<file path="src/rtl/sref_pkg.sv">
`timescale 1ns/1ps
package sref_pkg;

  typedef enum logic [1:0] {
    SQ_IDLE  = 2'd0,
    SQ_BURST = 2'd1,
    SQ_RECOV = 2'd2
  } seq_state_t;

  // recovery clocks for a given code: code + 2 (code 5 -> 7 clocks)
  function automatic int recov_cycles(input int code);
    return code + 2;
  endfunction

endpackage

</file>
<file path="src/rtl/sref_prescaler.sv">
`timescale 1ns/1ps
module sref_prescaler #(
  parameter int PRESC_W = 8
) (
  input  logic               clk,
  input  logic               rst,
  input  logic               en,
  input  logic [PRESC_W-1:0] div,
  output logic               tick
);

  logic [PRESC_W-1:0] cnt;

  always_ff @(posedge clk) begin
    if (rst || !en) begin
      cnt  <= '0;
      tick <= 1'b0;
    end else if (cnt >= div) begin
      cnt  <= '0;
      tick <= 1'b1;
    end else begin
      cnt  <= cnt + 1'b1;
      tick <= 1'b0;
    end
  end

  // a disabled prescaler emits no tick
  a_r9_no_tick_off: assert property (@(posedge clk) disable iff (rst)
    !en |=> !tick);

endmodule

</file>
<file path="src/rtl/sref_interval.sv">
`timescale 1ns/1ps
module sref_interval #(
  parameter int TIMER_W = 8,
  parameter int PEND_W  = 2
) (
  input  logic               clk,
  input  logic               rst,
  input  logic               en,
  input  logic               tick,
  input  logic [TIMER_W-1:0] interval,
  input  logic               accept,
  output logic [PEND_W-1:0]  pend,
  output logic [PEND_W-1:0]  pend_nxt
);

  localparam logic [PEND_W-1:0] PEND_MAX = {PEND_W{1'b1}};

  logic [TIMER_W-1:0] tcnt;
  logic               expire;

  assign expire = en && tick && (tcnt >= interval);

  always_ff @(posedge clk) begin
    if (rst || !en) begin
      tcnt <= '0;
    end else if (tick) begin
      if (tcnt >= interval) tcnt <= '0;
      else                  tcnt <= tcnt + 1'b1;
    end
  end

  always_comb begin
    pend_nxt = pend;
    if (!en) begin
      pend_nxt = '0;
    end else if (expire && !accept) begin
      if (pend != PEND_MAX) pend_nxt = pend + 1'b1;
    end else if (!expire && accept) begin
      if (pend != '0) pend_nxt = pend - 1'b1;
    end
  end

  always_ff @(posedge clk) begin
    if (rst) pend <= '0;
    else     pend <= pend_nxt;
  end

  // disabling clears the backlog on the next edge
  a_r9_pend_clear: assert property (@(posedge clk) disable iff (rst)
    !en |=> (pend == '0));

  // a full backlog is held, not wrapped, while no grant arrives
  a_r8_saturate: assert property (@(posedge clk) disable iff (rst)
    (en && pend == PEND_MAX && !accept) |=> (pend == PEND_MAX));

  // a grant is only accepted with something pending
  a_r4_accept_pending: assert property (@(posedge clk) disable iff (rst)
    accept |-> (pend != '0));

endmodule

</file>
<file path="src/rtl/sref_burst_seq.sv">
`timescale 1ns/1ps
module sref_burst_seq
  import sref_pkg::*;
#(
  parameter int NUM_DEV = 4,
  parameter int REC_W   = 3
) (
  input  logic               clk,
  input  logic               rst,
  input  logic               accept,
  input  logic [REC_W-1:0]   rec_code,
  output logic [NUM_DEV-1:0] strobe,
  output logic               busy,
  output logic               busy_nxt
);

  localparam int RC_MAX = (1 << REC_W) + 1;
  localparam int RC_W   = $clog2(RC_MAX + 1);

  seq_state_t         st, st_n;
  logic [NUM_DEV-1:0] str_n;
  logic [RC_W-1:0]    rcnt, rc_n;

  always_comb begin
    st_n  = st;
    str_n = strobe;
    rc_n  = rcnt;
    unique case (st)
      SQ_IDLE: begin
        if (accept) begin
          st_n  = SQ_BURST;
          str_n = NUM_DEV'(1);
        end
      end
      SQ_BURST: begin
        if (strobe[NUM_DEV-1]) begin
          st_n  = SQ_RECOV;
          str_n = '0;
          rc_n  = RC_W'(recov_cycles(int'(rec_code)));
        end else begin
          str_n = strobe << 1;
        end
      end
      SQ_RECOV: begin
        if (rcnt <= RC_W'(1)) st_n = SQ_IDLE;
        else                  rc_n = rcnt - 1'b1;
      end
      default: begin
        st_n  = SQ_IDLE;
        str_n = '0;
      end
    endcase
    busy_nxt = (st_n != SQ_IDLE);
  end

  always_ff @(posedge clk) begin
    if (rst) begin
      st     <= SQ_IDLE;
      strobe <= '0;
      rcnt   <= '0;
      busy   <= 1'b0;
    end else begin
      st     <= st_n;
      strobe <= str_n;
      rcnt   <= rc_n;
      busy   <= busy_nxt;
    end
  end

  // never more than one device strobed in a cycle
  a_r5_onehot: assert property (@(posedge clk) disable iff (rst)
    $onehot0(strobe));

  // strobes only appear inside a busy window
  a_r5_strobe_in_busy: assert property (@(posedge clk) disable iff (rst)
    (strobe != '0) |-> busy);

  // busy never ends directly after a strobe (recovery always follows)
  a_r6_recovery_tail: assert property (@(posedge clk) disable iff (rst)
    $fell(busy) |-> ($past(strobe) == '0));

endmodule

</file>
<file path="src/rtl/sdram_refresh_sched.sv">
`timescale 1ns/1ps
module sdram_refresh_sched #(
  parameter int NUM_DEV = 4,
  parameter int PRESC_W = 8,
  parameter int TIMER_W = 8,
  parameter int REC_W   = 3,
  parameter int PEND_W  = 2
) (
  input  logic               clk,
  input  logic               rst,
  input  logic               refresh_en,
  input  logic [PRESC_W-1:0] tick_div,
  input  logic [TIMER_W-1:0] interval_ticks,
  input  logic [REC_W-1:0]   recov_code,
  output logic               ref_req,
  input  logic               ref_gnt,
  output logic [NUM_DEV-1:0] ref_strobe,
  output logic               ref_busy
);

  logic              tick;
  logic              accept;
  logic              busy_nxt;
  logic [PEND_W-1:0] pend;
  logic [PEND_W-1:0] pend_nxt;
  logic              req_q;

  assign accept  = ref_gnt && req_q;
  assign ref_req = req_q;

  sref_prescaler #(.PRESC_W(PRESC_W)) u_presc (
    .clk  (clk),
    .rst  (rst),
    .en   (refresh_en),
    .div  (tick_div),
    .tick (tick)
  );

  sref_interval #(.TIMER_W(TIMER_W), .PEND_W(PEND_W)) u_intv (
    .clk      (clk),
    .rst      (rst),
    .en       (refresh_en),
    .tick     (tick),
    .interval (interval_ticks),
    .accept   (accept),
    .pend     (pend),
    .pend_nxt (pend_nxt)
  );

  sref_burst_seq #(.NUM_DEV(NUM_DEV), .REC_W(REC_W)) u_seq (
    .clk      (clk),
    .rst      (rst),
    .accept   (accept),
    .rec_code (recov_code),
    .strobe   (ref_strobe),
    .busy     (ref_busy),
    .busy_nxt (busy_nxt)
  );

  always_ff @(posedge clk) begin
    if (rst) req_q <= 1'b0;
    else     req_q <= (pend_nxt != '0) && !busy_nxt;
  end

  // no request while the burst or recovery is running
  a_r7_no_req_busy: assert property (@(posedge clk) disable iff (rst)
    ref_req |-> !ref_busy);

  // an unanswered request is held while refresh stays enabled
  a_r4_req_hold: assert property (@(posedge clk) disable iff (rst)
    (ref_req && !ref_gnt && refresh_en) |=> ref_req);

  // an accepted grant drops the request and strobes device 0
  a_r5_burst_start: assert property (@(posedge clk) disable iff (rst)
    (ref_req && ref_gnt) |=> (!ref_req && ref_strobe[0] && ref_busy));

  // nothing starts without a pending request
  a_r2_no_spurious: assert property (@(posedge clk) disable iff (rst)
    (!ref_busy && !(ref_req && ref_gnt)) |=> !ref_busy);

  // the request mirrors the backlog whenever the sequencer is idle
  a_r8_req_tracks: assert property (@(posedge clk) disable iff (rst)
    (!ref_busy && pend != '0) |-> ref_req);

endmodule

</file>
<file path="config.mk">
export PLATFORM = sky130hd
export DESIGN_NAME = sdram_refresh_sched
export DESIGN_NICKNAME = d
export VERILOG_FILES = /design/src/rtl/sref_pkg.sv /design/src/rtl/sref_prescaler.sv /design/src/rtl/sref_interval.sv /design/src/rtl/sref_burst_seq.sv /design/src/rtl/sdram_refresh_sched.sv
export SDC_FILE = /design/constraint.sdc
export NUM_CORES = 1
export LEC_CHECK = 0
export BUFFER_PORTS_ARGS = -buffer_cell sky130_fd_sc_hd__clkbuf_2
export CORE_ASPECT_RATIO = 1.25
export CORE_MARGIN = 2
export CORE_UTILIZATION = 23
export CTS_BUF_LIST = sky130_fd_sc_hd__clkbuf_8
export CTS_CLUSTER_SIZE = 30
export DETAILED_ROUTE_END_ITERATION = 8
export PLACE_DENSITY = 0.36
export SYNTH_ARGS = -nofsm -noshare
export SYNTH_HDL_FRONTEND = slang
export SYNTH_SLANG_ARGS = --single-unit
</file>
<file path="constraint.sdc">
create_clock -name clk -period 3.8 [get_ports clk]
set_input_delay 0.57 -clock clk [delete_from_list [all_inputs] [get_ports clk]]
set_output_delay 0.57 -clock clk [all_outputs]
set_load 0.05 [all_outputs]
</file>
---- Word level (Yosys, flattened, before mapping) ----
Index checks and enable logic that the tools add are counted.
word-level totals
  output and inout bits ................... 6
  bits in writable memories ............... 0
  latch bits .............................. 0
  memories ................................ 0
  bits in registers ....................... 31
  ROM bits ................................ 0
operators by class
  divide/modulo/power cells ............... 0
  shift-type cells ........................ 0
  add/sub/neg operators ................... 6
  multiplexer cells ....................... 17
  equality and inequality tests ........... 6
  multiply operators ...................... 0
  reduce and logical (&&, ||, !) cells .... 19
  order comparisons ....................... 3
  bitwise operators ....................... 1
operators by type and width
  cell                                                   count
  adder 8 x 1 -> 8 bit, second input constant            2
  >= comparator 8 bit                                    2
  2-to-1 mux 2 bit                                       8
  2-to-1 mux 4 bit                                       4
  one-hot mux 4 bit (3 select lines)                     1
  2-to-1 mux 8 bit                                       1
  one-hot mux 4 bit (2 select lines)                     1
  nonzero test 2 bit                                     4
  logical AND 1 bit                                      6
  inequality test 2 bit, second input constant           3
  one-hot mux 2 bit (3 select lines)                     1
  adder 3 x 2 -> 4 bit, second input constant            1
  <= comparator 4 x 1 -> 1 bit, second input constant    1
  zero test 1 bit                                        4
  subtractor 4 x 1 -> 4 bit, second input constant       1
  AND reduction 3 bit                                    1
  adder 2 x 1 -> 2 bit, second input constant            1
  equality test 2 x 1 -> 1 bit, second input constant    1
  equality test 2 bit, second input constant             1
  zero test 2 bit                                        1
  inequality test 2 x 1 -> 1 bit, second input constant  1
  AND reduction 2 bit                                    1
  OR reduction 2 bit                                     1
  subtractor 2 x 1 -> 2 bit, second input constant       1
  3 further kinds                                        3

---- Longest topological paths before layout ----
  word-level depth ........................ 9
  mapped depth ............................ 8
  mapped depth without buffers ............ 8

---- Hierarchy ----
From an unflattened synthesis, not the netlist that was laid out.
second synthesis, totals
  cell total of the unflattened synthesis .. 215
  area total of the unflattened synthesis .. 1966.9 um^2
by module, submodules not included
  module               cells each  sequential area each (um^2)  area an instance (um^2)  instances
  sref_interval        87          200.2                        763.2                    1
  sref_prescaler       61          180.2                        604.3                    1
  sref_burst_seq       63          220.2                        559.3                    1
  sdram_refresh_sched  4           20.0                         40.0                     1

---- Least setup slack after synthesis ----
No wires, ideal clock.
  path type ............................... input to register
  from .................................... input interval_ticks[0]
  to ...................................... register req_q, in the netlist ref_req
  data arrival time ....................... 2.211 ns
  required time ........................... 3.682 ns
  buffers on the path ..................... 0
  setup slack ............................. 1.471 ns
  stages on the path ...................... 7
  setup time .............................. 0.118 ns
  cell sequence ........................... ha_1 nand2b_4 a2111oi_4 o311ai_4 and2_4 maj3_2 o2111a_1
on the way
  cells in the longest elaborated chain, start to end .. 9
  elaborated cells between the ends (all ways) .. 10
  classes of those cells .................. 1 x order compare; 3 x mux; 6 x reduce/logical
RTL lines
  item                     RTL line                   RTL
  start, declared          sdram_refresh_sched.sv:13  input logic [TIMER_W-1:0] interval_ticks,
  >= comparator 8 bit (*)  sref_interval.sv:21        assign expire = en && tick && (tcnt >= interval);
  logical AND 1 bit (*)    sref_interval.sv:21
  zero test 1 bit          sref_interval.sv:38        end else if (!expire && accept) begin
  logical AND 1 bit        sref_interval.sv:38
  2-to-1 mux 2 bit         sref_interval.sv:38
  2-to-1 mux 2 bit (*)     sref_interval.sv:36        end else if (expire && !accept) begin
  2-to-1 mux 2 bit (*)     sref_interval.sv:34        if (!en) begin
  nonzero test 2 bit (*)   sdram_refresh_sched.sv:62  else req_q <= (pend_nxt != '0) && !busy_nxt;
  logical AND 1 bit (*)    sdram_refresh_sched.sv:62
  end signal, assigned     sdram_refresh_sched.sv:62
  end, declared            sdram_refresh_sched.sv:26  logic req_q;
Every way passes the cells marked *; elsewhere a longest branch is shown, timed or not.
A chain may end at the register's enable or synchronous reset.

---- Final worst setup path ----
  from .................................... register u_intv.tcnt[0]
  to ...................................... register req_q, in the netlist ref_req
on the way
  cells in the longest elaborated chain, start to end .. 9
  elaborated cells between the ends (all ways) .. 10
  classes of those cells .................. 1 x order compare; 3 x mux; 6 x reduce/logical
RTL lines
  item                     RTL line                   RTL
  start, declared          sref_interval.sv:18        logic [TIMER_W-1:0] tcnt;
  start signal, assigned   sref_interval.sv:28        else tcnt <= tcnt + 1'b1;
  >= comparator 8 bit (*)  sref_interval.sv:21
  logical AND 1 bit (*)    sref_interval.sv:21
  zero test 1 bit          sref_interval.sv:38
  logical AND 1 bit        sref_interval.sv:38
  2-to-1 mux 2 bit         sref_interval.sv:38
  2-to-1 mux 2 bit (*)     sref_interval.sv:36
  2-to-1 mux 2 bit (*)     sref_interval.sv:34
  nonzero test 2 bit (*)   sdram_refresh_sched.sv:62
  logical AND 1 bit (*)    sdram_refresh_sched.sv:62
Marked as above.

==> flow_metrics.env <==
export IMPL_h_tree_depth=2
export IMPL_slowest_delay_ps=400
export IMPL_cts_buffers=5
export IMPL_synth_seq_area_share_pct=33.4
export IMPL_crit_chain="inv_1 > ha_1 > nand2b_4 > a2111oi_4 > o311ai_4 > and2_4 > maj3_2 > o2111a_1"
export IMPL_cts_tree="built"
export IMPL_grt_usage_pct=9.41
export IMPL_grt_max_degree=14
export IMPL_cts_setup_buffers=0
export IMPL_hold_class="reg -> reg"
export IMPL_dp_cells=341
export IMPL_p_int_uw=467
export IMPL_postCtsHoldBufs=0
export IMPL_ys_top_cells_by_area="dfxtp_1, ha_1, nor2_1"
export IMPL_use_met3_pct=1.97
export IMPL_globalRouteMet1Util_pct=12.3
export IMPL_dr_pass1_iters=5
export IMPL_reg2reg_slack_ps=1500
export IMPL_worst_setup_path_type="reg -> reg"
export IMPL_cp_data_arrival_time_ps=2470
export IMPL_antenna_found_initial=0
export IMPL_yosys_area_share_adder_pct=17.4
export IMPL_synth_distinct_cells=36
export IMPL_drt_iter0_drc=43
export IMPL_grt_pass1_vias=1534
export IMPL_dieArea_sq_mm=0.00883
export IMPL_clock_skew_ps=2.41
export IMPL_ir_drop_v=0.000107
export IMPL_drc=0
export IMPL_timing_final_crit_share_pct=60.6
export IMPL_critical_path_max_fanout=7
export IMPL_ant_nets=0
export IMPL_power_density_mw_per_mm2=278
export IMPL_critPathSlowestCell="dfxtp_1"
export IMPL_synth_cells=221
export IMPL_ys_warn_count=0
export IMPL_grt_overflow=0
export IMPL_clock_sinks=31
export IMPL_grtUsageMet2_pct=14.9
export IMPL_clock_latency_ps=280
export IMPL_vias=1524
export IMPL_synth_area_sq_mm=0.00186
export IMPL_worstMarginPinSlew_ps=620
export IMPL_status="finished, final reports clean"
export IMPL_cts_resized=0
export IMPL_pwr_share_seq_pct=54.0
export IMPL_fin_crit_ps=2300
export IMPL_synth_top_family_by_area="simple AND/OR/NAND/NOR gates"
export IMPL_syn_area_per_cell_sq_um=8.42
export IMPL_end_kind="flip-flop"
export IMPL_port_buffers=28
export IMPL_ios=29
export IMPL_dieWidth_um=84.4
export IMPL_power_net_switching_uw=139
export IMPL_grt_busiest_layer="met2"
export IMPL_tns_ps=0
export IMPL_grt_pass1_wl_mm=6.87
export IMPL_final_core_util_pct=27.8
export IMPL_yosysTopAreaCellShare_pct=33.4
export IMPL_hold_viol=0
export IMPL_cts_clk_slew_worst_paths_ps=60
export IMPL_max_freq_mhz=434
export IMPL_clockBufferDepth=2
export IMPL_n_fill_cell=876
export IMPL_fin_cells=347
export IMPL_synth_xor_area_share_pct=5.18
export IMPL_routedWlPerCell_um=10.9
export IMPL_relSlewSlack_pct=58.4
export IMPL_crit_path_start_kind="flip-flop"
export IMPL_drt_wl_total_mm=3.79
export IMPL_crit_required_ps=3970
export IMPL_drv_cap=0
export IMPL_synth_top_area_cell="dfxtp_1"
export IMPL_root_buffer="clkbuf_8"
export IMPL_vias_per_cell=4.39
export IMPL_final_nets=301
export IMPL_drv_slew=0
export IMPL_leakage_nw=0.981
export IMPL_area_growth_pct=17.2
export IMPL_yosys_area_share_simple_pct=19.2
export IMPL_layout_drive_gt1_share_pct=15.5
export IMPL_syn_nets=269
export IMPL_num_rows=36
export IMPL_synth_mux_area_share_pct=1.08
export IMPL_die_h_um=105
export IMPL_core_sq_mm=0.00784
export IMPL_pwr_share_clk_pct=38.8
export IMPL_globalplace_congestion=0.726
export IMPL_rsz0062_at_grt="no"
export IMPL_antenna_cells=0
export IMPL_switching_share_pct=22.9
export IMPL_ys_ff_latch=31
export IMPL_hpwl_mm=2.98
export IMPL_initial_core_util_pct=23.7
export IMPL_synth_compound_area_share_pct=18.0
export IMPL_setup_viol=0
export IMPL_p_comb_share_pct=7.2
[worst max-delay path, delay by kind of cell (launching register included)]
family / cells / cell delay, ps
simple gates: 2 / 360
flops: 1 / 400
compound gates: 3 / 800
fa+ha+maj: 2 / 570
buf+inv: 1 / 70
[metal layers]
layer  part of all wire, %  routed length [um]  up-vias
met5                     0                   0        -
met4                   2.2                  85        0
met3                   3.4                 129        8
met2                    44                1690       28
met1                    50                1890      677
li1                      -                   -      811
[power by group through the flow]
stage / clock network [mW] / registers (mW) / logic (mW)
2_1_floorplan: 0 / 0.334 / 0.0268
3_3_place_gp: 0 / 0.335 / 0.0444
3_5_place_dp: 0 / 0.334 / 0.0445
4_1_cts: 0.245 / 0.327 / 0.0449
5_1_grt: 0.264 / 0.327 / 0.0515
6_report: 0.235 / 0.327 / 0.0436
[cell usage in the layout (no fill, tap or decap), types with 5 or more instances in the layout]
cell type,count
nand2_1,14
nor3_1,6
nand2b_1,5
dfxtp_1,31
o21ai_0,9
inv_1,27
nand3_1,7
xor2_1,6
xnor2_1,5
nor2_1,32
a21oi_1,18
ha_1,25
clkbuf_2,28
clkbuf_8,5
[path summary, 6_finish.rpt]
kind	start	end	cells past startpoint
min reg2reg	u_presc.cnt[0]	u_presc.cnt[0]	1
max reg2reg	u_intv.tcnt[0]	ref_req	8
max	u_intv.tcnt[0]	ref_req	8
min	u_presc.cnt[0]	u_presc.cnt[0]	1
[cells by family after synthesis]
| group | Yosys count |
|---|---|
| muxes | 2 |
| adders and majority gates | 26 |
| AOI/OAI and AO/OA | 46 |
| DFF | 31 |
| and+or+nand+nor | 76 |
| buffers and inverters | 29 |
| xor gates and xnor gates | 11 |
[registers in the layout (all words and copies together) (netlist names)]
name	flops
ref_req	1
u_intv.pend	2
u_seq.st	2
u_presc.cnt	8
u_seq.rcnt	4
u_presc.tick	1
u_intv.tcnt	8
u_seq.strobe	4
u_seq.busy	1
[synth_stat cells, drive strengths merged]
cell type and number:
a2111oi 1, a21o 4, a21oi 18, a221oi 1, a22o 1, a22oi 2, and2 2, and3 1
clkbuf 3, dfxtp 31, ha 25, inv 26, maj3 1, mux2i 2, nand2 14, nand2b 6
nand3 7, nand4 4, nand4b 1, nor2 32, nor2b 3, nor3 6, o2111a 1, o2111ai 1
o21a 1, o21ai 11, o2bb2ai 1, o311ai 1, o31a 2, o31ai 1, xnor2 5, xor2 6
[layout make-up]
cell class / instances / area (sq um) / area share (%)
inverters: 26 / 97.6 / 4.48
repair buffers: 28 / 140 / 6.43
flip-flops and latches: 31 / 621 / 28.5
clock buffers: 5 / 68.8 / 3.16
multi-input cells: 161 / 1130 / 51.9
well taps: 95 / 119 / 5.45
clock inverters: 1 / 3.75 / 0.172
[metrics by stage]
stage               power [mW]  area [sq um]  setup WS [ps]  hold slack (ps)
floorplan                0.361          1860           1470              430
global placement         0.379          2110           1330              457
detailed placement       0.379          2110           1280              463
CTS                      0.617          2180           1450              477
global route             0.643          2180           1350              507
finish                   0.606          2180           1500              466
Note: power is estimated with default switching activity, not from simulation.
